===== config.mk =====
export PLATFORM = sky130hd
export DESIGN_NAME = coh_snoop_cache
export DESIGN_NICKNAME = d
export VERILOG_FILES = /design/src/rtl/coh_pkg.sv /design/src/rtl/coh_line_store.sv /design/src/rtl/coh_ctl_fsm.sv /design/src/rtl/coh_snoop_cache.sv
export SDC_FILE = /design/constraint.sdc
export NUM_CORES = 1
export LEC_CHECK = 0
export BUFFER_PORTS_ARGS = -buffer_cell sky130_fd_sc_hd__buf_2
export CAP_MARGIN = 10
export CORE_MARGIN = 2
export CORE_UTILIZATION = 40
export CTS_CLUSTER_SIZE = 40
export DETAILED_ROUTE_END_ITERATION = 8
export PLACE_DENSITY_LB_ADDON = 0.2
export SYNTH_ARGS = -nofsm -noshare
export SYNTH_HDL_FRONTEND = slang
export SYNTH_HIERARCHICAL = 1
export SYNTH_SLANG_ARGS = --single-unit

===== constraint.sdc =====
create_clock -name clk -period 7.7 [get_ports clk]
set_input_delay 0.77 -clock clk [delete_from_list [all_inputs] [get_ports clk]]
set_output_delay 0.77 -clock clk [all_outputs]
set_load 0.02 [all_outputs]

===== src/rtl/coh_pkg.sv =====
package coh_pkg;

  typedef enum logic [1:0] {
    LN_INV = 2'd0,
    LN_SHR = 2'd1,
    LN_MOD = 2'd2
  } line_st_t;

  typedef enum logic [1:0] {
    BC_RD  = 2'd0,
    BC_RDX = 2'd1,
    BC_UPG = 2'd2,
    BC_WB  = 2'd3
  } bus_cmd_t;

  // strobes from the controller to the tag/state/data store
  typedef struct packed {
    logic     lineWr;     // write state+tag at the processor index
    line_st_t lineState;
    logic     loadBus;    // data word from the bus response
    logic     loadCpu;    // data word from the processor
    logic     snpWr;      // write state at the snoop index
    line_st_t snpState;
  } dp_ctl_t;

endpackage


===== src/rtl/coh_line_store.sv =====
module coh_line_store
  import coh_pkg::*;
#(
  parameter int TAG_W  = 3,
  parameter int IDX_W  = 2,
  parameter int DATA_W = 8
) (
  input  logic              clk,
  input  logic              rstN,
  input  logic [IDX_W-1:0]  cpuIdx,
  input  logic [TAG_W-1:0]  cpuTag,
  input  logic [IDX_W-1:0]  snpIdx,
  input  logic [TAG_W-1:0]  snpTag,
  input  dp_ctl_t           ctl,
  input  logic [DATA_W-1:0] busRespData,
  input  logic [DATA_W-1:0] cpuWdata,
  output line_st_t          cpuSt,
  output logic              cpuHit,
  output logic [TAG_W-1:0]  cpuLineTag,
  output logic [DATA_W-1:0] cpuLineData,
  output line_st_t          snpSt,
  output logic              snpHit,
  output logic [DATA_W-1:0] snpLineData
);

  localparam int LINES = 1 << IDX_W;

  line_st_t          stArr   [LINES];
  logic [TAG_W-1:0]  tagArr  [LINES];
  logic [DATA_W-1:0] dataArr [LINES];

  always_ff @(posedge clk or negedge rstN) begin
    if (!rstN) begin
      for (int i = 0; i < LINES; i++) stArr[i] <= LN_INV;
    end else begin
      if (ctl.lineWr) stArr[cpuIdx] <= ctl.lineState;
      if (ctl.snpWr)  stArr[snpIdx] <= ctl.snpState;
    end
  end

  always_ff @(posedge clk) begin
    if (ctl.lineWr) begin
      tagArr[cpuIdx] <= cpuTag;
      if (ctl.loadBus)      dataArr[cpuIdx] <= busRespData;
      else if (ctl.loadCpu) dataArr[cpuIdx] <= cpuWdata;
    end
  end

  assign cpuSt       = stArr[cpuIdx];
  assign cpuLineTag  = tagArr[cpuIdx];
  assign cpuLineData = dataArr[cpuIdx];
  assign cpuHit      = (stArr[cpuIdx] != LN_INV) && (tagArr[cpuIdx] == cpuTag);

  assign snpSt       = stArr[snpIdx];
  assign snpLineData = dataArr[snpIdx];
  assign snpHit      = (stArr[snpIdx] != LN_INV) && (tagArr[snpIdx] == snpTag);

  // a snoop invalidation is never undone by a same-cycle processor update
  a_r6_snoop_inval_sticks: assert property (@(posedge clk) disable iff (!rstN)
    (ctl.snpWr && ctl.snpState == LN_INV) |=> stArr[$past(snpIdx)] == LN_INV);

  // a snoop downgrade only ever leaves a modified line
  a_r5_downgrade_from_mod: assert property (@(posedge clk) disable iff (!rstN)
    (ctl.snpWr && ctl.snpState == LN_SHR) |-> (stArr[snpIdx] == LN_MOD && snpHit));

  // an upgrade without a data load starts from a shared hit
  a_r4_upgrade_from_shr: assert property (@(posedge clk) disable iff (!rstN)
    (ctl.lineWr && ctl.lineState == LN_MOD && !ctl.loadBus && !ctl.loadCpu)
      |-> (stArr[cpuIdx] == LN_SHR && cpuHit));

  // processor data lands only in an owned, matching line
  a_r2_write_hit_owned: assert property (@(posedge clk) disable iff (!rstN)
    (ctl.lineWr && ctl.loadCpu) |-> (stArr[cpuIdx] == LN_MOD && cpuHit));

endmodule


===== src/rtl/coh_ctl_fsm.sv =====
module coh_ctl_fsm
  import coh_pkg::*;
(
  input  logic     clk,
  input  logic     rstN,
  input  logic     cpuReq,
  input  logic     cpuWrite,
  input  line_st_t cpuSt,
  input  logic     cpuHit,
  input  logic     snpValid,
  input  bus_cmd_t snpCmd,
  input  line_st_t snpSt,
  input  logic     snpHit,
  input  logic     busGnt,
  output logic     cpuDone,
  output logic     busReq,
  output bus_cmd_t busCmd,
  output logic     wbSel,
  output logic     flushOut,
  output dp_ctl_t  ctl
);

  typedef enum logic [1:0] {ST_IDLE, ST_WB, ST_ACQ} ctl_st_t;

  ctl_st_t st, stNext;
  logic    hitOk;
  logic    dirtyVictim;

  assign hitOk       = cpuHit && (!cpuWrite || cpuSt == LN_MOD);
  assign dirtyVictim = !cpuHit && cpuSt == LN_MOD;

  always_ff @(posedge clk or negedge rstN) begin
    if (!rstN) st <= ST_IDLE;
    else       st <= stNext;
  end

  always_comb begin
    ctl      = '0;
    cpuDone  = 1'b0;
    busReq   = 1'b0;
    busCmd   = BC_RD;
    wbSel    = 1'b0;
    flushOut = 1'b0;
    stNext   = st;

    // snoop side, always active
    if (snpValid && snpHit) begin
      unique case (snpCmd)
        BC_RD: if (snpSt == LN_MOD) begin
          flushOut     = 1'b1;
          ctl.snpWr    = 1'b1;
          ctl.snpState = LN_SHR;
        end
        BC_RDX: begin
          flushOut     = (snpSt == LN_MOD);
          ctl.snpWr    = 1'b1;
          ctl.snpState = LN_INV;
        end
        BC_UPG: begin
          ctl.snpWr    = 1'b1;
          ctl.snpState = LN_INV;
        end
        default: ;
      endcase
    end

    // processor side
    unique case (st)
      ST_IDLE: if (cpuReq && !snpValid) begin
        if (hitOk) begin
          cpuDone = 1'b1;
          if (cpuWrite) begin
            ctl.lineWr    = 1'b1;
            ctl.lineState = LN_MOD;
            ctl.loadCpu   = 1'b1;
          end
        end else if (dirtyVictim) begin
          stNext = ST_WB;
        end else begin
          stNext = ST_ACQ;
        end
      end
      ST_WB: begin
        wbSel = 1'b1;
        if (cpuSt == LN_MOD) begin
          busReq = 1'b1;
          busCmd = BC_WB;
          if (busGnt) begin
            ctl.lineWr    = 1'b1;
            ctl.lineState = LN_INV;
            stNext        = ST_ACQ;
          end
        end else begin
          stNext = ST_ACQ;   // victim was taken by a snoop meanwhile
        end
      end
      ST_ACQ: begin
        busReq = 1'b1;
        if (!cpuWrite)                      busCmd = BC_RD;
        else if (cpuHit && cpuSt == LN_SHR) busCmd = BC_UPG;
        else                                busCmd = BC_RDX;
        if (busGnt) begin
          ctl.lineWr    = 1'b1;
          ctl.lineState = cpuWrite ? LN_MOD : LN_SHR;
          ctl.loadBus   = (busCmd != BC_UPG);
          stNext        = ST_IDLE;
        end
      end
      default: stNext = ST_IDLE;
    endcase
  end

  // snoops win over processor completion
  a_r8_snoop_blocks_cpu: assert property (@(posedge clk) disable iff (!rstN)
    snpValid |-> !cpuDone);

  // a granted writeback is followed by a fill request
  a_r7_fill_after_wb: assert property (@(posedge clk) disable iff (!rstN)
    (busReq && busGnt && busCmd == BC_WB) |=> (busReq && busCmd != BC_WB));

  // no transaction or completion without a pending processor request
  a_r1_quiet_without_req: assert property (@(posedge clk) disable iff (!rstN)
    (st == ST_IDLE && !cpuReq) |-> (!busReq && !cpuDone));

endmodule


===== src/rtl/coh_snoop_cache.sv =====
module coh_snoop_cache
  import coh_pkg::*;
#(
  parameter int ADDR_W = 16,
  parameter int IDX_W  = 4,
  parameter int DATA_W = 32
) (
  input  logic              clk,
  input  logic              rstN,
  input  logic              cpuReq,
  input  logic              cpuWrite,
  input  logic [ADDR_W-1:0] cpuAddr,
  input  logic [DATA_W-1:0] cpuWdata,
  output logic              cpuDone,
  output logic [DATA_W-1:0] cpuRdata,
  output logic              busReq,
  input  logic              busGnt,
  output logic [1:0]        busCmd,
  output logic [ADDR_W-1:0] busAddr,
  output logic [DATA_W-1:0] busData,
  input  logic [DATA_W-1:0] busRespData,
  input  logic              snpValid,
  input  logic [1:0]        snpCmd,
  input  logic [ADDR_W-1:0] snpAddr,
  output logic              flushOut,
  output logic [DATA_W-1:0] flushData
);

  localparam int TAG_W = ADDR_W - IDX_W;

  logic [IDX_W-1:0]  cpuIdx, snpIdx;
  logic [TAG_W-1:0]  cpuTag, snpTag, cpuLineTag;
  logic [DATA_W-1:0] cpuLineData, snpLineData;
  line_st_t          cpuSt, snpSt;
  logic              cpuHit, snpHit, wbSel;
  bus_cmd_t          busCmdE;
  dp_ctl_t           ctl;

  assign cpuIdx = cpuAddr[IDX_W-1:0];
  assign cpuTag = cpuAddr[ADDR_W-1:IDX_W];
  assign snpIdx = snpAddr[IDX_W-1:0];
  assign snpTag = snpAddr[ADDR_W-1:IDX_W];

  coh_line_store #(.TAG_W(TAG_W), .IDX_W(IDX_W), .DATA_W(DATA_W)) uStore (
    .clk         (clk),
    .rstN        (rstN),
    .cpuIdx      (cpuIdx),
    .cpuTag      (cpuTag),
    .snpIdx      (snpIdx),
    .snpTag      (snpTag),
    .ctl         (ctl),
    .busRespData (busRespData),
    .cpuWdata    (cpuWdata),
    .cpuSt       (cpuSt),
    .cpuHit      (cpuHit),
    .cpuLineTag  (cpuLineTag),
    .cpuLineData (cpuLineData),
    .snpSt       (snpSt),
    .snpHit      (snpHit),
    .snpLineData (snpLineData)
  );

  coh_ctl_fsm uCtl (
    .clk      (clk),
    .rstN     (rstN),
    .cpuReq   (cpuReq),
    .cpuWrite (cpuWrite),
    .cpuSt    (cpuSt),
    .cpuHit   (cpuHit),
    .snpValid (snpValid),
    .snpCmd   (bus_cmd_t'(snpCmd)),
    .snpSt    (snpSt),
    .snpHit   (snpHit),
    .busGnt   (busGnt),
    .cpuDone  (cpuDone),
    .busReq   (busReq),
    .busCmd   (busCmdE),
    .wbSel    (wbSel),
    .flushOut (flushOut),
    .ctl      (ctl)
  );

  assign busCmd    = busCmdE;
  assign busAddr   = wbSel ? {cpuLineTag, cpuIdx} : cpuAddr;
  assign busData   = cpuLineData;
  assign flushData = snpLineData;
  assign cpuRdata  = cpuLineData;

  // an ungranted fill request keeps its request and address
  a_r10_fill_req_held: assert property (@(posedge clk) disable iff (!rstN)
    (busReq && !busGnt && busCmd != 2'd3) |=> (busReq && $stable(busAddr)));

endmodule


# Yosys cells after proc, flatten, opt, wreduce, memory -nomap -nowiden
# Memory sizes are Yosys's and may differ from the RTL's.
# Cells that the tools add are included.
# word_totals
register_bits	34
latch_bits	0
ramBits	704
mem_bits_ro	0
mem_count	2
# classes
add_sub_neg	0
multipliers	0
div_mod_pow	0
order_cmp	4
n_eq_ne	14
n_shift	0
n_mux	62
n_bitwise	3
n_reduce_logical	19
# mem_list
memory	depth	width	read_ports	rd_clocked_by_memory_dff	wr	line	source
uStore.dataArr	16	32	2	0	1	coh_line_store.sv:30	logic [DATA_W-1:0] dataArr [LINES];
uStore.tagArr	16	12	2	0	1	coh_line_store.sv:29	logic [TAG_W-1:0] tagArr [LINES];
# ops
cell	n
two-way mux 32 bit	3
bitwise mux 32 bit	2
two-way mux 2 bit	17
equality test 12 bit	2
two-way mux 1 bit	21
two-way mux 3 bit	7
binary-select mux 2 bit (select 4 bit)	2
demux 2 bit (select 4 bit)	2
two-way mux 16 bit	1
greater-or-equal comparator 5 bit (second input constant)	2
< comparator 5 x 1 -> 1 bit (second input constant)	2
inverter 4 -> 5 bit	2
logical AND 1 bit	9
one-hot mux 3 bit (3 select lines)	1
equality test 2 bit (second input constant)	4
equality test 2 x 1 -> 1 bit (second input constant)	3
inequality test 2 bit (second input constant)	3
one-hot mux 2 bit (3 select lines)	1
one-hot mux 3 bit (2 select lines)	1
logical NOT 2 bit	2
two-way mux 4 bit	1
one-hot mux 1 bit (2 select lines)	2
one-hot mux 2 bit (2 select lines)	1
AND reduction 4 bit	1
other kinds (7)	10

# Depth between registers and ports, before layout
# Gate-level depths: netlist of run 1.
# depth
depth_word	17
depth_mapped	19
mapped_depth_nobuf	15

# Modules after synthesis
# Netlist of run 1, hierarchy kept.
# modules_own_cells
module	instances	cells_each	area_per_inst_um2
coh_line_store	1	1700	35114.9
coh_snoop_cache	1	49	454.2
coh_ctl_fsm	1	61	431.7

# Least setup slack after synthesis of run 1
# Ideal clock, no wire load.
# synth_timing
path_kind	input-to-reg
from	input cpuAddr[1]
to	memory uStore.dataArr[11][0], enable pin
setup_time_ps	461
arrival_time_ps	6156
slack_ps	1083
path_stages	16
path_cell_list	buf_4 > buf_4 > buf_2 > buf_2 > mux4_2 > mux2_2 > mux2i_1 > xnor2_1 > nor2_1 > nor4bb_1 > nand2_1 > a21oi_2 > a32oi_1 > nor2_1 > nand3_1 > nor3_1
# synth_rtl
element	line	source
start, declared	coh_snoop_cache.sv:12	input logic [ADDR_W-1:0] cpuAddr,
end, declared	coh_line_store.sv:30	

==> results of run 1 <==
layout make-up:
type,instances,share of cell area [%]
multi-input combinational,881,32.3
timing repair buffer,270,3.82
clock inverter,51,1.05
tap,1176,3.60
clock buffer,98,5.22
sequential,738,53.8
inverter,28,0.263
worst reg2reg max path, delay by kind of cell (launching register included):
family | cells | cell delay, ns
AOI/OAI and AO/OA | 5 | 1.09
xor gates and xnor gates | 1 | 0.16
and+or+nand+nor | 5 | 1.85
muxes | 3 | 1.29
buffers and inverters | 3 | 1.00
DFF | 1 | 0.41
logic make-up after synthesis:
kind of cell | count (synthesis)
and+or+nand+nor | 183
adders and majority gates | 7
other | 1
AOI/OAI and AO/OA | 104
buffers and inverters | 191
xor gates and xnor gates | 24
DFF | 738
muxes | 562
power groups by stage:
stage / Combinational [mW] / Sequential (mW) / Clock (mW)
final: 1.07 / 4.52 / 3.72
after global routing: 1.14 / 4.53 / 3.96
after CTS: 1.08 / 4.52 / 3.81
after detailed placement: 1.08 / 4.61 / 0
after global placement: 1.07 / 4.60 / 0
after floorplan: 0.750 / 4.59 / 0
routing by layer:
metal | part of all wire, % | vias up
met3 | 6.2 | 196
met2 | 50 | 758
met1 | 40 | 10600
li1 | - | 8103
met4 | 3.5 | 0
met5 | 0 | -
synth_stat cells, types with 3 or more instances:
master,n,share of area [%]
nand3_1,13,0.18
nand2_1,57,0.59
o21ai_0,26,0.36
mux2_2,45,1.4
a21oi_1,25,0.35
a22oi_1,12,0.25
clkbuf_1,46,0.48
nor2_1,53,0.55
nor3_1,13,0.18
or2_2,3,0.052
nand3b_1,4,0.083
dfrtp_1,34,2.4
edfxtp_1,704,59
and2_1,5,0.087
and3_1,3,0.052
inv_1,26,0.27
buf_2,38,0.53
xnor2_1,15,0.36
or3_1,4,0.069
mux4_2,436,27
buf_4,45,0.94
ha_1,7,0.24
nor2b_1,9,0.16
nand2b_1,7,0.12
nor4_1,3,0.052
a31oi_1,4,0.069
xor2_1,9,0.22
o22ai_1,11,0.19
mux2_4,11,0.46
buf_1,32,0.33
mux2i_1,68,1.9
worst paths after layout:
| check | start | endpoint | slack [ns] |
|---|---|---|---|
| worst max-delay path | cpuAddr[0] | uStore/stArr[26] | 1.27 |
| worst max register to register | uStore/tagArr[0][6] | uStore/stArr[26] | 1.77 |
| worst min register to register | uStore/stArr[10] | uStore/stArr[10] | 0.60 |
| min in group clk | busGnt | uCtl/st[0] | 0.54 |
| max in group asynchronous | rstN | uStore/stArr[2] | 6.91 |
| worst min-delay path | rstN | uStore/stArr[27] | 0.24 |
registers in the layout, summed over array words and instances, names as in the netlist:
signal / count
uStore/stArr: 32
uStore/dataArr: 512
uCtl/st: 2
uStore/tagArr: 192
per-stage QoR:
| stage | total power [mW] | instances |
|---|---|---|
| after CTS | 9.41 | 3242 |
| after global placement | 5.67 | 3093 |
| after floorplan | 5.34 | 1810 |
| after global routing | 9.63 | 3242 |
| after detailed placement | 5.69 | 3093 |
| final | 9.32 | 3242 |
==> key figures, run 1 <==
Floorplan
  – Io pins: 221
  – Row count: 110
  – Die width: 304 microns
  – Die area: 92400 sq um
  – Core ar.: 89600 sq um
  – Die H: 304 microns
  – Initial Utilization: 40.2%

Clock tree
  – Clock Root Buffer: clkbuf_16
  – H-tree levels: 3
  – CTS sink count: 738
  – Hold-fix buffers, CTS: 0
  – Post-CTS Setup Bufs: 0
  – Clock latency on the worst-skew pair: 0.65 ns
  – Reg clk slew, reported paths: 0.06 ns
  – Num CTS Buffers: 81
  – CTS tree: built
  – Post-CTS Resized: 0
  – Clk buf depth: 3

Finish
  – Core Util, Final: 45.6%
  – Area growth from synthesis to layout: 13.6%
  – Layout fillers: 7531
  – Layout cells sized above 1: 44.0%
  – Multi-input gate area: 13200 sq um
  – Most frequent cells in the layout: edfxtp_1 (704), mux4_2 (436), buf_2 (213)
  – Final nets: 2111
  – Register area: 22000 sq um
  – Inserted Diodes: 0
  – Fin area: 40900 sq um
  – Commonest non-fill, non-tap cell in the layout: edfxtp_1

Power and ir drop
  – Switch share: 24.3%
  – Pint: 7.05 mW
  – Reg power frac: 48.6%
  – Combinational share of power: 11.5%
  – Peak supply drop: 0.166 mV
  – NetSw: 2.27 mW
  – Clock share of power: 40.0%
  – Pwr dens: 228 nW/um^2
  – LEAKAGE: 13.4 nW

Logic synthesis
  – Synth Area in Compound Gates: 1.86%
  – Largest family of logic cells by synthesized area: multiplexers
  – Number of synthesized flops with an enable pin: 704
  – Post-synthesis register bit count: 738
  – Synth Area in Simple Gates: 2.41%
  – Multiplexer share of the synthesized area: 31.2%
  – Post-synth ARST share: 4.61%
  – Seq/Total Area, Yosys: 61.1%
  – Most used DFF post-synth: edfxtp_1
  – Cells after Synth: 1810
  – Ys Warns: 6
  – Net Count, Synth: 1921
  – Avg Inst Size Synth: 19.9 sq um
  – Xor/xnor share of the synthesized area: 0.584%
  – Yosys cell types: 59
  – Cell area after synthesis: 36000 sq um
  – Adder-cell area share of the yosys netlist: 0.243%

Global route
  – Gr usage total: 21.2%
  – Largest net degree at the start of global routing: 85
  – Initial antenna violation count: 0
  – Vias in the first global route: 20800
  – First-pass GRT wire length: 143000 microns
  – Met3 GRT Util: 3.71%
  – GR Layer Usage met1: 28.3%
  – Most used routing layer: met2
  – Residual overflow from global routing: 0
  – M2 GR Usage: 35.5%

STA
  – Fin crit period: 6.43 ns
  – Setup ws final: 1.27 ns
  – Final slew viol count: 0
  – Endpoints failing setup: 0
  – Final Hold Fails: 0
  – Hold WS: 0.244 ns
  – Post-route setup TNS: 0 ns
  – Relative slew slack: 21.4%
  – Worst clock skew: 0.0402 ns
  – Unrepaired setup endpoints after global routing: false
  – Fmax achieved: 156 MHz
  – Worst-margin pin slew: 1.18 ns
  – Final period utilization: 83.5%

Min path
  – Worst min path class: input pin to async pin

Drt
  – Drt initial violations: 1583
  – Drt drc: 0
  – Wirelength per Cell: 30.3 microns
  – Vias: 19700
  – WL final: 98100 microns
  – Initial DRT Pass Iterations: 5
  – Via density: 6.06
  – Post-DRT Antenna Nets: 0

Worst setup path
  – Critical path peak fanout: 78
  – WP data arrival: 6.93 ns
  – WP depth: 18
  – Delay-heaviest family, CP: simple AND/OR/NAND/NOR gates
  – Startpoint type of the worst setup path: input pin
  – Max stage delay cell, worst path: nor4bb_1
  – CP Buf/Inv Count: 4
  – Worst endpoint required time: 8.20 ns
  – Most used cell, CP: buf_4
  – WS Path Type: input pin to register
  – CP Capture Type: register
  – Worst r2r path cells: 17
  – Largest stage delay, worst path: 0.83 ns
  – Crit path cell chain: buf_8, mux4_1, mux4_2, xor2_1, a221o_1, a2111oi_0, nor4bb_1, buf_4, nand2_1, a21oi_2, a32oi_1, nor2_1, buf_4, nand3_1, or3_1, inv_1, mux2i_1, o21ai_0

Run
  – Maximum Capacitance Violations: 0

Placement
  – Dpl hpwl: 56300 microns
  – Worst slack, placed: 0.698 ns
  – PortBufs: 220
  – Area post-placement: 38300 sq um
  – GPL Wtd Cong: 0.775

Outcome
  – Outcome: completed
Power figures use the tool's default switching activity.
==> run 2: changes to the inputs <==
==> constraint.sdc (replaced) <==
create_clock -name clk -period 5.9 [get_ports clk]
set_input_delay 0.59 -clock clk [delete_from_list [all_inputs] [get_ports clk]]
set_output_delay 0.59 -clock clk [all_outputs]
set_load 0.02 [all_outputs]
==> run 2 against run 1 <==
- critical path depth down 3
- clock power grew 42%
- clock-buffer cell count rose by 1
- non-clock buffer count rose by 49
- worst setup slack got worse by 0.22 ns
- clock skew is 0.013 ns lower
- total power increased by 35%
- worst hold slack worse by 0.19 ns
- die area unchanged
- sequential cell count is the same
- highest routed layer is now met5
==> key figures, run 2 (same netlist as run 1, synthesis figures left out) <==
Drt
  – WL final: 99000 microns (+0.93%)
  – Post-DRT Antenna Nets: 0 (unchanged)
  – Met2 Wirelength: 49700 microns (+1.6%)
  – Wirelength per Cell: 30.0 microns (-0.76%)
  – Initial DRT Pass Iterations: 5 (unchanged)
  – Uppermost layer routed: met5
  – Vias: 19900 (+1.4%)
  – M1 wire length: 40500 microns (+2.1%)
  – Drt drc: 0 (unchanged)
  – Drt initial violations: 2045 (+29%)
  – Via density: 6.05 (-0.25%)
  – Met3 Routed Length: 6730 microns (+10%)

Floorplan
  – Die H: 304 microns (unchanged)
  – Row count: 110 (unchanged)
  – Die area: 92400 sq um (unchanged)
  – Io pins: 221 (unchanged)
  – Initial Utilization: 40.2% (unchanged)
  – Die width: 304 microns (unchanged)
  – Core ar.: 89600 sq um (unchanged)

Power and ir drop
  – NetSw: 3.03 mW (+33%)
  – Clock share of power: 41.9% (+1.9 points)
  – Pint: 9.58 mW (+36%)
  – Reg power frac: 46.8% (-1.8 points)
  – Combinational share of power: 11.3% (-0.2 points)
  – Peak supply drop: 0.220 mV (+33%)
  – LEAKAGE: 13.9 nW (+3.6%)
  – Switch share: 24.0% (-0.33 points)
  – Pwr dens: 301 nW/um^2 (+32%)

Finish
  – Inserted Diodes: 0 (unchanged)
  – Most frequent cells in the layout: edfxtp_1 (704), mux4_2 (436), buf_2 (213)
  – Commonest non-fill, non-tap cell in the layout: edfxtp_1
  – Layout fillers: 7449 (-1.1%)
  – Area growth from synthesis to layout: 16.4%
  – Biggest regs: uStore/dataArr x512, uStore/tagArr x192, uStore/stArr x32
  – Largest reg by FF count: uStore/dataArr
  – Final nets: 2163 (+2.5%)
  – Core Util, Final: 46.8% (+1.2 points)
  – Layout cells sized above 1: 46.0% (+2.0 points)
  – Number of flip-flops in the largest register: 512 (unchanged)

Clock tree
  – Post-CTS Resized: 0 (unchanged)
  – Reg clk slew, reported paths: 0.06 ns (about the same)
  – Post-CTS Setup Bufs: 0 (unchanged)
  – CTS sink count: 738 (unchanged)
  – CTS tree: built
  – Clock Root Buffer: clkbuf_16
  – Num CTS Buffers: 84 (+3.7%)
  – Hold-fix buffers, CTS: 0 (unchanged)
  – Clock latency on the worst-skew pair: 0.65 ns (about the same)
  – H-tree levels: 3 (unchanged)
  – Clk buf depth: 3 (unchanged)

Worst setup path
  – Critical path peak fanout: 38 (-51%)
  – Startpoint type of the worst setup path: input pin
  – WS Path Type: input pin to register
  – CP Capture Type: register
  – Critical Path Sink: uStore/dataArr[2][25]
  – WP data arrival: 5.25 ns (-1.68 ns)
  – Worst endpoint required time: 6.31 ns (-1.89 ns)
  – Worst r2r path cells: 14 (-3)
  – Worst R2R Setup Slack: 1.09 ns (-0.68 ns)
  – RR Startpoint: uStore/tagArr[0][6]
  – R2R Path End: uStore/dataArr[2][25]
  – Worst setup startpoint: cpuAddr[0]

Placement
  – Dpl hpwl: 59300 microns (+5.3%)
  – GPL Wtd Cong: 0.821 (+5.9%)
  – PortBufs: 220 (unchanged)

STA
  – Worst clock skew: 0.0274 ns (-0.0128 ns)
  – Final period utilization: 82.1%
  – Unrepaired setup endpoints after global routing: false
  – Final slew viol count: 0 (unchanged)
  – Fin crit period: 4.85 ns
  – Final Hold Fails: 0 (unchanged)
  – Endpoints failing setup: 0 (unchanged)
  – Post-route setup TNS: 0 ns (unchanged)
  – Relative slew slack: 21.3% (-0.13 points)
  – Fmax achieved: 206 MHz
  – Worst-margin pin slew: 1.18 ns (+0.00190 ns)

Outcome
  – Outcome: completed

Global route
  – Largest net degree at the start of global routing: 83 (-2.4%)
  – Vias in the first global route: 21100 (+1.4%)
  – Residual overflow from global routing: 0 (unchanged)
  – Gr usage total: 21.5% (+0.30 points)
  – First-pass GRT wire length: 146000 microns (+2.1%)
  – Initial antenna violation count: 4 (+4)

Min path
  – Worst min path class: input pin to async pin

Run
  – Maximum Capacitance Violations: 0 (unchanged)
run 2: cell types whose count changed in the layout (fill, tap and decap cells not counted), moves of 2 or more:
cell	delta
buf_12	+34
buf_4	+15
bufinv_16	+6
clkbuf_1	-2
clkbuf_16	+3
clkinv_1	-11
clkinv_16	-2
clkinv_2	+7
inv_16	+2
inv_6	+2
run 2: layout make-up:
type	instances	area (sq um)	area share [%]
tap	1176	1470	3.51
clock buffer	99	2200	5.25
clock inverter	56	602	1.44
multi-input combinational	881	13200	31.5
sequential	738	22000	52.5
timing repair buffer	319	2350	5.61
inverter	28	108	0.257
run 2: critical path: stages:
cell	delay (ns)
buf_8	0.35
mux4_1	0.62
mux4_2	0.51
xor2_1	0.16
a221o_1	0.28
a2111oi_0	0.41
nor4bb_1	0.35
buf_4	0.22
nand2_1	0.08
nor2_1	0.16
a21oi_1	0.12
nor2_2	0.82
buf_4	0.30
nor2_4	0.08
buf_4	0.19
run 2: through the flow:
stage / hold WS, ns / instances / instance area [sq um] / power (mW) / setup WS (ns)
floorplan: 0.294 / 1810 / 36000 / 6.96 / -0.537
global placement: 0.568 / 3142 / 39100 / 7.43 / 0.467
detailed placement: 0.569 / 3142 / 39100 / 7.45 / 0.410
CTS: 0.0356 / 3297 / 41900 / 12.7 / 1.01
global route: 0.0839 / 3297 / 41900 / 13.0 / 0.808
finish: 0.0544 / 3297 / 41900 / 12.6 / 1.05
run 2: power groups by stage:
| stage | Sequential [mW] | Clock [mW] | Combinational (mW) |
|---|---|---|---|
| 2_1_floorplan | 5.98 | 0 | 0.979 |
| 3_3_place_gp | 6.01 | 0 | 1.43 |
| 5_1_grt | 5.91 | 5.62 | 1.52 |
| 4_1_cts | 5.90 | 5.40 | 1.44 |
| 6_report | 5.90 | 5.28 | 1.42 |
| 3_5_place_dp | 6.01 | 0 | 1.44 |
run 2: routing by layer:
| layer | up-vias | global-route usage (%) |
|---|---|---|
| met2 | 819 | 36.2 |
| met5 | - | 0 |
| met3 | 137 | 3.33 |
| met4 | 4 | 5.15 |
| met1 | 10800 | 29.8 |
| li1 | 8213 | - |
run 2: worst min-delay path by stage:
stage                     from               end  slack [ns]  cells past startpoint
finish                    rstN   uStore/stArr[5]        0.05                      1
global route              rstN   uStore/stArr[5]        0.08                      1
CTS                       rstN  uStore/stArr[22]        0.04                      1
detailed placement  uCtl/st[1]        uCtl/st[1]        0.57                      1
global placement    uCtl/st[1]        uCtl/st[1]        0.57                      1
floorplan                 rstN        uCtl/st[0]        0.29                      0
==> run 3: changes to the inputs <==
==> constraint.sdc (replaced) <==
create_clock -name clk -period 4.5 [get_ports clk]
set_input_delay 0.45 -clock clk [delete_from_list [all_inputs] [get_ports clk]]
set_output_delay 0.45 -clock clk [all_outputs]
set_load 0.02 [all_outputs]
==> run 3 against run 2 <==
- total power grew 32%
- clock-buffer cell count grew 5
- combinational power grew 39%
- final area grew 2.7%
- global-route usage grew 0.074 points
- clock power grew 31%
- clock skew grew 0.0083 ns
- critical endpoint is now uStore/dataArr[2][11]
==> key figures, run 3 (same netlist as run 1, synthesis figures left out) <==
Clock tree
  – Clock latency on the worst-skew pair: 0.66 ns (about the same)
  – CTS tree: built
  – CTS sink count: 738 (unchanged)
  – Clock Root Buffer: clkbuf_16
  – Clk buf depth: 3 (unchanged)
  – H-tree levels: 3 (unchanged)
  – Reg clk slew, reported paths: 0.06 ns (about the same)
  – Num CTS Buffers: 83 (-1.2%)

Placement
  – Worst slack, placed: -0.276 ns (-0.686 ns)
  – Inst Count DP: 3219 (+2.5%)
  – PortBufs: 220 (unchanged)
  – Dpl hpwl: 61900 microns (+4.3%)
  – GPL Wtd Cong: 0.826 (+0.67%)

Floorplan
  – Die area: 92400 sq um (unchanged)
  – Io pins: 221 (unchanged)
  – Initial Utilization: 40.2% (unchanged)
  – Row count: 110 (unchanged)
  – Die H: 304 microns (unchanged)
  – Core ar.: 89600 sq um (unchanged)
  – Die width: 304 microns (unchanged)

Power and ir drop
  – Design Power: 16.6 mW (+32%)
  – Pwr dens: 386 nW/um^2 (+28%)
  – LEAKAGE: 14.5 nW (+4.5%)
  – Peak supply drop: 0.320 mV (+46%)

Drt
  – Wirelength per Cell: 29.7 microns (-1.2%)
  – Drt drc: 0 (unchanged)
  – Drt initial violations: 1935 (-5.4%)
  – Via density: 6.04 (-0.20%)
  – Vias: 20400 (+2.4%)
  – WL final: 100000 microns (+1.4%)
  – Post-DRT Antenna Nets: 0 (unchanged)
  – Initial DRT Pass Iterations: 5 (unchanged)

STA
  – Relative slew slack: 28.9% (+7.6 points)
  – Endpoints failing setup: 0 (unchanged)
  – Final slew viol count: 0 (unchanged)
  – Final Hold Fails: 0 (unchanged)
  – Fmax achieved: 229 MHz
  – Fin crit period: 4.36 ns
  – Unrepaired setup endpoints after global routing: true
  – Setup ws final: 0.140 ns (-0.913 ns)
  – Worst clock skew: 0.0357 ns (+0.00827 ns)
  – Final period utilization: 96.9%
  – Worst-margin pin slew: 1.07 ns (-0.114 ns)

Finish
  – Commonest non-fill, non-tap cell in the layout: edfxtp_1
  – Final nets: 2250 (+4.0%)
  – Post-Layout Cell Count: 3383 (+2.6%)
  – Layout fillers: 7371 (-1.0%)
  – Area growth from synthesis to layout: 19.6%
  – Core Util, Final: 48.0% (+1.3 points)
  – Largest reg by FF count: uStore/dataArr
  – Inserted Diodes: 0 (unchanged)
  – Layout cells sized above 1: 48.4% (+2.4 points)
  – Number of flip-flops in the largest register: 512 (unchanged)
  – Most frequent cells in the layout: edfxtp_1 (704), mux4_2 (438), buf_2 (212)
  – Biggest regs: uStore/dataArr x512, uStore/tagArr x192, uStore/stArr x32

Worst setup path
  – WP data arrival: 4.72 ns (-0.53 ns)
  – Critical path peak fanout: 6 (-84%)
  – Worst endpoint required time: 4.86 ns (-1.45 ns)
  – Worst R2R Setup Slack: 0.14 ns (-0.95 ns)
  – Startpoint type of the worst setup path: register
  – CP Capture Type: register
  – WS Path Type: register to register

Global route
  – Initial antenna violation count: 0 (-4)
  – Largest net degree at the start of global routing: 58 (-30%)
  – Residual overflow from global routing: 0 (unchanged)
  – Vias in the first global route: 21300 (+1.2%)
  – Gr usage total: 21.6% (+0.074 points)
  – First-pass GRT wire length: 146000 microns (about the same)

Min path
  – Worst min path class: input pin to register

Run
  – Maximum Capacitance Violations: 0 (unchanged)

Outcome
  – Outcome: completed
run 3: cell types whose count changed in the layout (fill, tap and decap cells not counted), moves of 4 or more:
cell	previous run	this run
clkinv_2	19	10
buf_12	37	53
buf_6	0	4
nor3_2	9	0
buf_4	65	128
nor3_4	1	10
clkbuf_16	86	90
clkinvlp_4	5	1
clkbuf_1	13	19
run 3: timing repair:
action / in CTS / in global routing
hold buffers: 1 / 0
endpoints found under the hold margin: 34 / 0
cloned: 0 / 6
buffers inserted: 0 / 4
resized for setup: 2 / 15
endpoints found under the setup margin: 1 / 503
pin swaps: 0 / 9
run 3: per-stage QoR:
stage                     TNS (ns)  cell area, sq um  hold slack (ns)
after floorplan             -40.83             36200            0.154
after global placement     -122.66             40000            0.576
after detailed placement   -163.36             40000            0.571
after CTS                        0             42800            0.156
after global routing        -0.142             43000            0.211
final                            0             43000            0.202
run 3: layout make-up:
cell class	instances	area (sq um)	share of cell area [%]
Tap cell	1176	1470	3.42
Multi-Input combinational cell	881	13300	31.0
Clock inverter	49	609	1.42
Clock buffer	104	2200	5.11
Sequential cell	738	22000	51.1
Inverter	28	108	0.250
Timing Repair Buffer	407	3320	7.72
run 3: final timing paths:
check                                     startpoint                    end  depth (start not counted)
worst min-delay path                          busGnt             uCtl/st[0]                          3
min in group asynchronous                       rstN             uCtl/st[1]                          2
worst max-delay path            uStore/tagArr[10][6]  uStore/dataArr[2][11]                         17
worst max register to register  uStore/tagArr[10][6]  uStore/dataArr[2][11]                         17
max in group asynchronous                       rstN        uStore/stArr[4]                          2
worst min register to register      uStore/stArr[11]       uStore/stArr[11]                          2
run 3: metal layers:
layer  global-route usage, %  wire (microns)
met5                       0               0
met4                    6.59            2770
met3                    3.55            6220
met1                    29.7           41200
met2                    35.6           50200
run 3: critical path, stage by stage, from the launching register on:
cell and delay (ns):
edfxtp_1 0.40, mux4_2 0.48, mux4_2 0.49, xor2_1 0.16, a221o_1 0.31, a2111oi_4 0.21
nor4bb_4 0.24, buf_4 0.19, nand2_2 0.06, a21oi_2 0.12, a32oi_1 0.12, nor2_2 0.12
buf_6 0.14, nand3_2 0.09, or3_4 0.47, nor2_4 0.13, buf_12 0.16, clkbuf_16 0.17
run 3: power breakdown:
part	leakage [nW]	internal (mW)	total [mW]	switching, mW
registers	6.80	7.66	7.74	0.0855
clock network	1.36	4.08	6.91	2.82
logic	6.33	0.877	1.98	1.10
total	14.5	12.6	16.6	4.01
